--- config.mk ---
export PLATFORM = sky130hd
export DESIGN_NAME = rtc_irq_status
export DESIGN_NICKNAME = d
export VERILOG_FILES = /design/src/rtl/rtc_irq_pkg.sv /design/src/rtl/rtc_irq_rdseq.sv /design/src/rtl/rtc_irq_flag.sv /design/src/rtl/rtc_irq_enreg.sv /design/src/rtl/rtc_irq_status.sv
export SDC_FILE = /design/constraint.sdc
export NUM_CORES = 1
export LEC_CHECK = 0
export BUFFER_PORTS_ARGS = -buffer_cell sky130_fd_sc_hd__buf_2
export CAP_MARGIN = 30
export CORE_UTILIZATION = 30
export DETAILED_ROUTE_END_ITERATION = 7
export GPL_TIMING_DRIVEN = 0
export PLACE_DENSITY = 0.64
export SETUP_SLACK_MARGIN = 0.05
export SLEW_MARGIN = 20
export SYNTH_ARGS = -nofsm -noshare
export SYNTH_HDL_FRONTEND = slang
export SYNTH_HIERARCHICAL = 1
export SYNTH_SLANG_ARGS = --single-unit
--- constraint.sdc ---
create_clock -name clk -period 1.05 [get_ports clk]
set_input_delay 0 -clock clk [delete_from_list [all_inputs] [get_ports clk]]
set_output_delay 0 -clock clk [all_outputs]
set_load 0.01 [all_outputs]
--- src/rtl/rtc_irq_pkg.sv ---
package rtc_irq_pkg;

    typedef enum logic {
        RS_IDLE = 1'b0,
        RS_HOLD = 1'b1
    } rd_state_e;

    localparam int unsigned NSRC    = 2;
    localparam int unsigned SRC_UPD = 0;
    localparam int unsigned SRC_ALM = 1;

endpackage

--- src/rtl/rtc_irq_rdseq.sv ---
module rtc_irq_rdseq
    import rtc_irq_pkg::*;
(
    input  logic clk,
    input  logic rst_n,
    input  logic rd_strobe_i,
    output logic capture_o,
    output logic release_o,
    output logic defer_o,
    output logic hold_o
);

    rd_state_e state_q, state_d;

    // State register
    always_ff @(posedge clk or negedge rst_n) begin
        if (!rst_n) state_q <= RS_IDLE;
        else        state_q <= state_d;
    end

    // Next state and decoded strobes
    always_comb begin
        state_d   = state_q;
        capture_o = 1'b0;
        release_o = 1'b0;
        defer_o   = 1'b0;
        hold_o    = 1'b0;
        unique case (state_q)
            RS_IDLE: begin
                if (rd_strobe_i) begin        // CAPTURE
                    state_d   = RS_HOLD;
                    capture_o = 1'b1;
                    defer_o   = 1'b1;
                end                           // else WAIT
            end
            RS_HOLD: begin
                hold_o = 1'b1;
                if (rd_strobe_i) begin        // HOLD
                    defer_o = 1'b1;
                end else begin                // RELEASE
                    state_d   = RS_IDLE;
                    release_o = 1'b1;
                end
            end
            default: state_d = RS_IDLE;
        endcase
    end

    assert_release_after_hold_R6: assert property (@(posedge clk) disable iff (!rst_n)
        release_o |=> !hold_o);
    assert_capture_enters_hold_R4: assert property (@(posedge clk) disable iff (!rst_n)
        capture_o |=> hold_o);

endmodule

--- src/rtl/rtc_irq_flag.sv ---
module rtc_irq_flag (
    input  logic clk,
    input  logic rst_n,
    input  logic evt_i,
    input  logic defer_i,
    input  logic release_i,
    input  logic snap_bit_i,
    output logic flag_o
);

    logic flag_q, pend_q;

    always_ff @(posedge clk or negedge rst_n) begin
        if (!rst_n) begin
            flag_q <= 1'b0;
            pend_q <= 1'b0;
        end else if (release_i) begin
            flag_q <= (flag_q & ~snap_bit_i) | pend_q | evt_i;
            pend_q <= 1'b0;
        end else if (defer_i) begin
            pend_q <= pend_q | evt_i;
        end else if (evt_i) begin
            flag_q <= 1'b1;
        end
    end

    assign flag_o = flag_q;

    assert_evt_sets_flag_R2: assert property (@(posedge clk) disable iff (!rst_n)
        (evt_i && !defer_i) |=> flag_q);
    assert_flag_frozen_in_read_R7: assert property (@(posedge clk) disable iff (!rst_n)
        defer_i |=> $stable(flag_q));
    assert_evt_parked_R7: assert property (@(posedge clk) disable iff (!rst_n)
        (defer_i && evt_i) |=> pend_q);
    assert_pend_posted_R7: assert property (@(posedge clk) disable iff (!rst_n)
        (release_i && pend_q) |=> (flag_q && !pend_q));
    assert_returned_cleared_R6: assert property (@(posedge clk) disable iff (!rst_n)
        (release_i && snap_bit_i && !pend_q && !evt_i) |=> !flag_q);

endmodule

--- src/rtl/rtc_irq_enreg.sv ---
module rtc_irq_enreg #(
    parameter int unsigned DATA_W  = 8,
    parameter int unsigned NSRC    = 2,
    parameter int unsigned POS_UPD = 4,
    parameter int unsigned POS_ALM = 5
) (
    input  logic              clk,
    input  logic              rst_n,
    input  logic              wr_i,
    input  logic [DATA_W-1:0] wdata_i,
    output logic [NSRC-1:0]   en_o
);

    localparam int unsigned POS [2] = '{POS_UPD, POS_ALM};

    for (genvar g = 0; g < NSRC; g++) begin : g_en
        logic en_q;
        always_ff @(posedge clk or negedge rst_n) begin
            if (!rst_n)    en_q <= 1'b0;
            else if (wr_i) en_q <= wdata_i[POS[g]];
        end
        assign en_o[g] = en_q;
    end

endmodule

--- src/rtl/rtc_irq_status.sv ---
module rtc_irq_status
    import rtc_irq_pkg::*;
#(
    parameter int unsigned DATA_W   = 8,
    parameter int unsigned IRQF_POS = 7,
    parameter int unsigned ALM_POS  = 5,
    parameter int unsigned UPD_POS  = 4
) (
    input  logic              clk,
    input  logic              rst_n,
    input  logic              alarm_evt_i,
    input  logic              update_evt_i,
    input  logic              en_wr_i,
    input  logic [DATA_W-1:0] en_wdata_i,
    input  logic              rd_strobe_i,
    output logic [DATA_W-1:0] rd_data_o,
    output logic              irq_o
);

    localparam int unsigned SRC_POS [NSRC] = '{UPD_POS, ALM_POS};

    logic            capture, release_s, defer, hold;
    logic [NSRC-1:0] evt, flag, en, snap_src;
    logic            snap_irqf;

    assign evt[SRC_UPD] = update_evt_i;
    assign evt[SRC_ALM] = alarm_evt_i;

    rtc_irq_rdseq u_seq (
        .clk        (clk),
        .rst_n      (rst_n),
        .rd_strobe_i(rd_strobe_i),
        .capture_o  (capture),
        .release_o  (release_s),
        .defer_o    (defer),
        .hold_o     (hold)
    );

    rtc_irq_enreg #(
        .DATA_W (DATA_W),
        .NSRC   (NSRC),
        .POS_UPD(UPD_POS),
        .POS_ALM(ALM_POS)
    ) u_en (
        .clk    (clk),
        .rst_n  (rst_n),
        .wr_i   (en_wr_i),
        .wdata_i(en_wdata_i),
        .en_o   (en)
    );

    for (genvar g = 0; g < NSRC; g++) begin : g_src
        rtc_irq_flag u_flag (
            .clk       (clk),
            .rst_n     (rst_n),
            .evt_i     (evt[g]),
            .defer_i   (defer),
            .release_i (release_s),
            .snap_bit_i(snap_src[g]),
            .flag_o    (flag[g])
        );
    end

    // Snapshot latch, loaded only on CAPTURE
    always_ff @(posedge clk or negedge rst_n) begin
        if (!rst_n) begin
            snap_src  <= '0;
            snap_irqf <= 1'b0;
        end else if (capture) begin
            snap_src  <= flag;
            snap_irqf <= |(flag & en);
        end
    end

    // Read data and interrupt outputs
    always_comb begin
        rd_data_o = '0;
        if (hold) begin
            rd_data_o[IRQF_POS] = snap_irqf;
            for (int i = 0; i < NSRC; i++) rd_data_o[SRC_POS[i]] = snap_src[i];
        end
    end

    assign irq_o = |(flag & en);

    assert_snapshot_stable_R5: assert property (@(posedge clk) disable iff (!rst_n)
        (hold && rd_strobe_i) |=> $stable(rd_data_o));
    assert_irqf_has_source_R4: assert property (@(posedge clk) disable iff (!rst_n)
        rd_data_o[IRQF_POS] |-> (rd_data_o[ALM_POS] || rd_data_o[UPD_POS]));
    assert_idle_data_zero_R4: assert property (@(posedge clk) disable iff (!rst_n)
        !hold |-> (rd_data_o == '0));

endmodule

==> key figures <==
Logic synthesis
  • Synth area leader: dfrtp_1
  • Post-synth top cells: 10 x dfrtp_1, 8 x buf_4, 3 x and2_1
  • Yosys top cell area share: 0.5141
  • Synth Register Bits: 10
  • Mapped Area: around 500 um2
  • Post-synth EDFFs: 0
  • Most frequent cell after synthesis: dfrtp_1
  • Largest cells by area after synthesis: dfrtp_1 51%, buf_4 12%, mux2_1 4.6%
  • Distinct cells, synth: 16
  • Most used DFF post-synth: dfrtp_1
  • Ys async rst share: 1.000
  • Sequential share of the synthesized area: 0.5141
  • Mapped Cells: 42
  • Avg Inst Size Synth: 11.59 um2
  • Yosys synthesis warning count: 6

STA
  • Final hold vios: 0
  • RSZ-0062 raised after global routing: yes
  • Post-route clock period utilization: 1.031
  • Fin Setup TNS: -75.92 ps
  • Fmax: 923.7 MHz
  • Final Critical Period: ~1100 ps
  • Setup violation total in the final timing report: 3
  • Setup ws final: -32.61 ps
  • Max Slew Vio Count: 0
  • Setup Skew: 3.204 ps

Global route
  • Total congestion overflow: 0
  • Total track usage: 0.1222
  • First-pass GRT wire length: 1531 um
  • Largest net degree at the start of global routing: 11
  • Initial antenna violation count: 0
  • Number of global-route vias before repair: 347

Route
  • DRT Pass-1 Iters: 4
  • Via density: 4.274
  • DR vias: 359
  • Avg WL per Cell: 10.48 um
  • DRT Wirelength: 880 um
  • Drt initial violations: 4
  • DRC: 0
  • ANT nets after route: 0

Layout
  • Non-filler cells in the finished layout: 84
  • Fin nets: 83
  • Share of layout cells above drive strength 1: 0.4412
  • Number of antenna diodes: 0
  • Post-route cell area: between 600 and 700 um2
  • Fillcell total: 151
  • Area growth syn-to-layout: 42.42%

Worst setup path
  • FF-to-FF End: snap_src[0]
  • R2R Setup Slk: -30 ps
  • Crit end category: flip-flop
  • R2R depth: 2
  • Critical Path RT: approximately 1200 ps
  • Worst-path cell chain: and2b_2 -> mux2_4
  • Worst Path Max Fanout: 3
  • Slowest stage delay, CP: a little under 400 ps
  • CP Class: flip-flop to flip-flop
  • Worst Setup Start Kind: flip-flop
  • Reg-to-Reg Start: u_seq/state_q
  • Crit path DAT: 1230 ps
  • Worst path slowest cell: dfrtp_1

Power
  • Total power: roughly 1100 uW
  • Leakage: 0.0003496 uW
  • Worst VDD drop: 0.5405 mV
  • Power density over the cells: around 1500 nW/um2

Placement
  • Post-Place Cells: 73
  • Post-DP Area: 584.3 um2
  • Routability cong.: 0.7301
  • DP HPWL: 576.7 um
  • Worst slack at placement: -57.26 ps
  • Buffers on Ports: 11

CTS
  • CTS tree: yes
  • Num CTS Buffers: 3
  • Later-pin clock latency in the skew report: 270 ps
  • Clock Sinks: 10
  • Max clock buf depth: 2
  • Clk slew on worst S/H paths: roughly 70 ps
  • H-tree levels: 1
  • Clk root buf: clkbuf_4

Die
  • Die Ht: 42.28 um
  • Core area: between 1500 and 2000 um2
  • Full die area: roughly 1800 um2
  • Io pins: 23
  • DIE WIDTH: 42.28 um
  • Row cnt: 14
  • Initial Util: 0.3231

Run status
  • Run status: finished, violations left
  • Failing checks: negative setup slack

Min path
  • Hold endpoint: g_src[0].u_flag/pend_q
  • WHS Path Cells: 3
  • Hold path startpoint: rd_strobe_i
  • Min-Delay Path Class: input pin to flip-flop

Job
  • Max_cap viols: 0
[stage by stage]
stage,hold slack (ps),util
2_1_floorplan,-295.6,-
3_3_place_gp,-127.6,0.3879
3_5_place_dp,-124.1,0.3879
4_1_cts,59.12,0.4601
5_1_grt,77.78,0.4601
6_report,63.69,0.4601
[worst max-delay path by stage]
stage	start	to
after CTS	u_seq/state_q	snap_src[0]
after global placement	u_seq/state_q	g_src[0].u_flag/flag_o
after global routing	u_seq/state_q	snap_src[0]
after detailed placement	u_seq/state_q	g_src[0].u_flag/flag_o
final	u_seq/state_q	snap_src[0]
after floorplan	u_en/g_en[1].en_q	snap_irqf
[timing repair]
action	CTS	global route
cloned	0	0
endpoints found under the setup margin	6	9
pin swaps	1	0
hold buffers	7	0
hold endpoints to repair	15	0
resized for setup	1	0
buffers inserted	2	0
[cells in the final DEF (no fill, tap or decap)]
master,instances
buf_2,11
dfrtp_1,10
buf_4,8
dlygate4sd3_1,7
conb_1,5
and2_1,3
mux2_4,3
clkbuf_4,3
a21oi_1,2
nor2_1,2
nand2b_1,2
o21ai_1,2
a21bo_1,2
nand3_1,2
mux2_2,2
a22o_1,1
clkbuf_8,1
nor2b_2,1
and2b_2,1
[cell families (layout without fill, tap and decap cells)]
group,count (synthesis),after routing,share of synthesized area
buffers and inverters,8,30,0.1234
muxes,5,5,0.1234
DFF,10,10,0.5141
and+or+nand+nor,11,11,0.1311
AOI/OAI and AO/OA,7,7,0.1003
other,1,5,0.007705
[where the power goes]
group	internal, uW	switching, uW
Clock	211	143
Sequential	442	36.2
Combinational	150	87.6
Total	802	267
[layer usage]
layer  global-route usage  part of all wire
met1               0.1366              0.46
met2               0.1908              0.43
met3              0.03879             0.075
met4              0.09375             0.031
met5                    0                 0
[cell type report]
| cell class | instances | area, um2 | share of cell area |
|---|---|---|---|
| buffer | 6 | 45.04 | 0.06498 |
| clock buffer | 4 | 36.28 | 0.05235 |
| multi-input combinational | 28 | 201.4 | 0.2906 |
| sequential | 10 | 250.2 | 0.3610 |
| tap | 16 | 20.02 | 0.02888 |
| timing repair buffer | 20 | 140.1 | 0.2022 |
[registers in the layout, indices dropped and copies added (netlist names)]
register / cells
g_src.u_flag/pend_q: 2
g_src.u_flag/flag_o: 2
u_en/g_en.en_q: 2
snap_src: 2
u_seq/state_q: 1
snap_irqf: 1
[critical path: cells and delay by family (launching register included)]
| kind | cells | cell delay, ps |
|---|---|---|
| simple gates | 1 | 270 |
| mux | 1 | 310 |
| flops | 1 | 390 |
No activity file was read; power rests on OpenSTA's default activity.
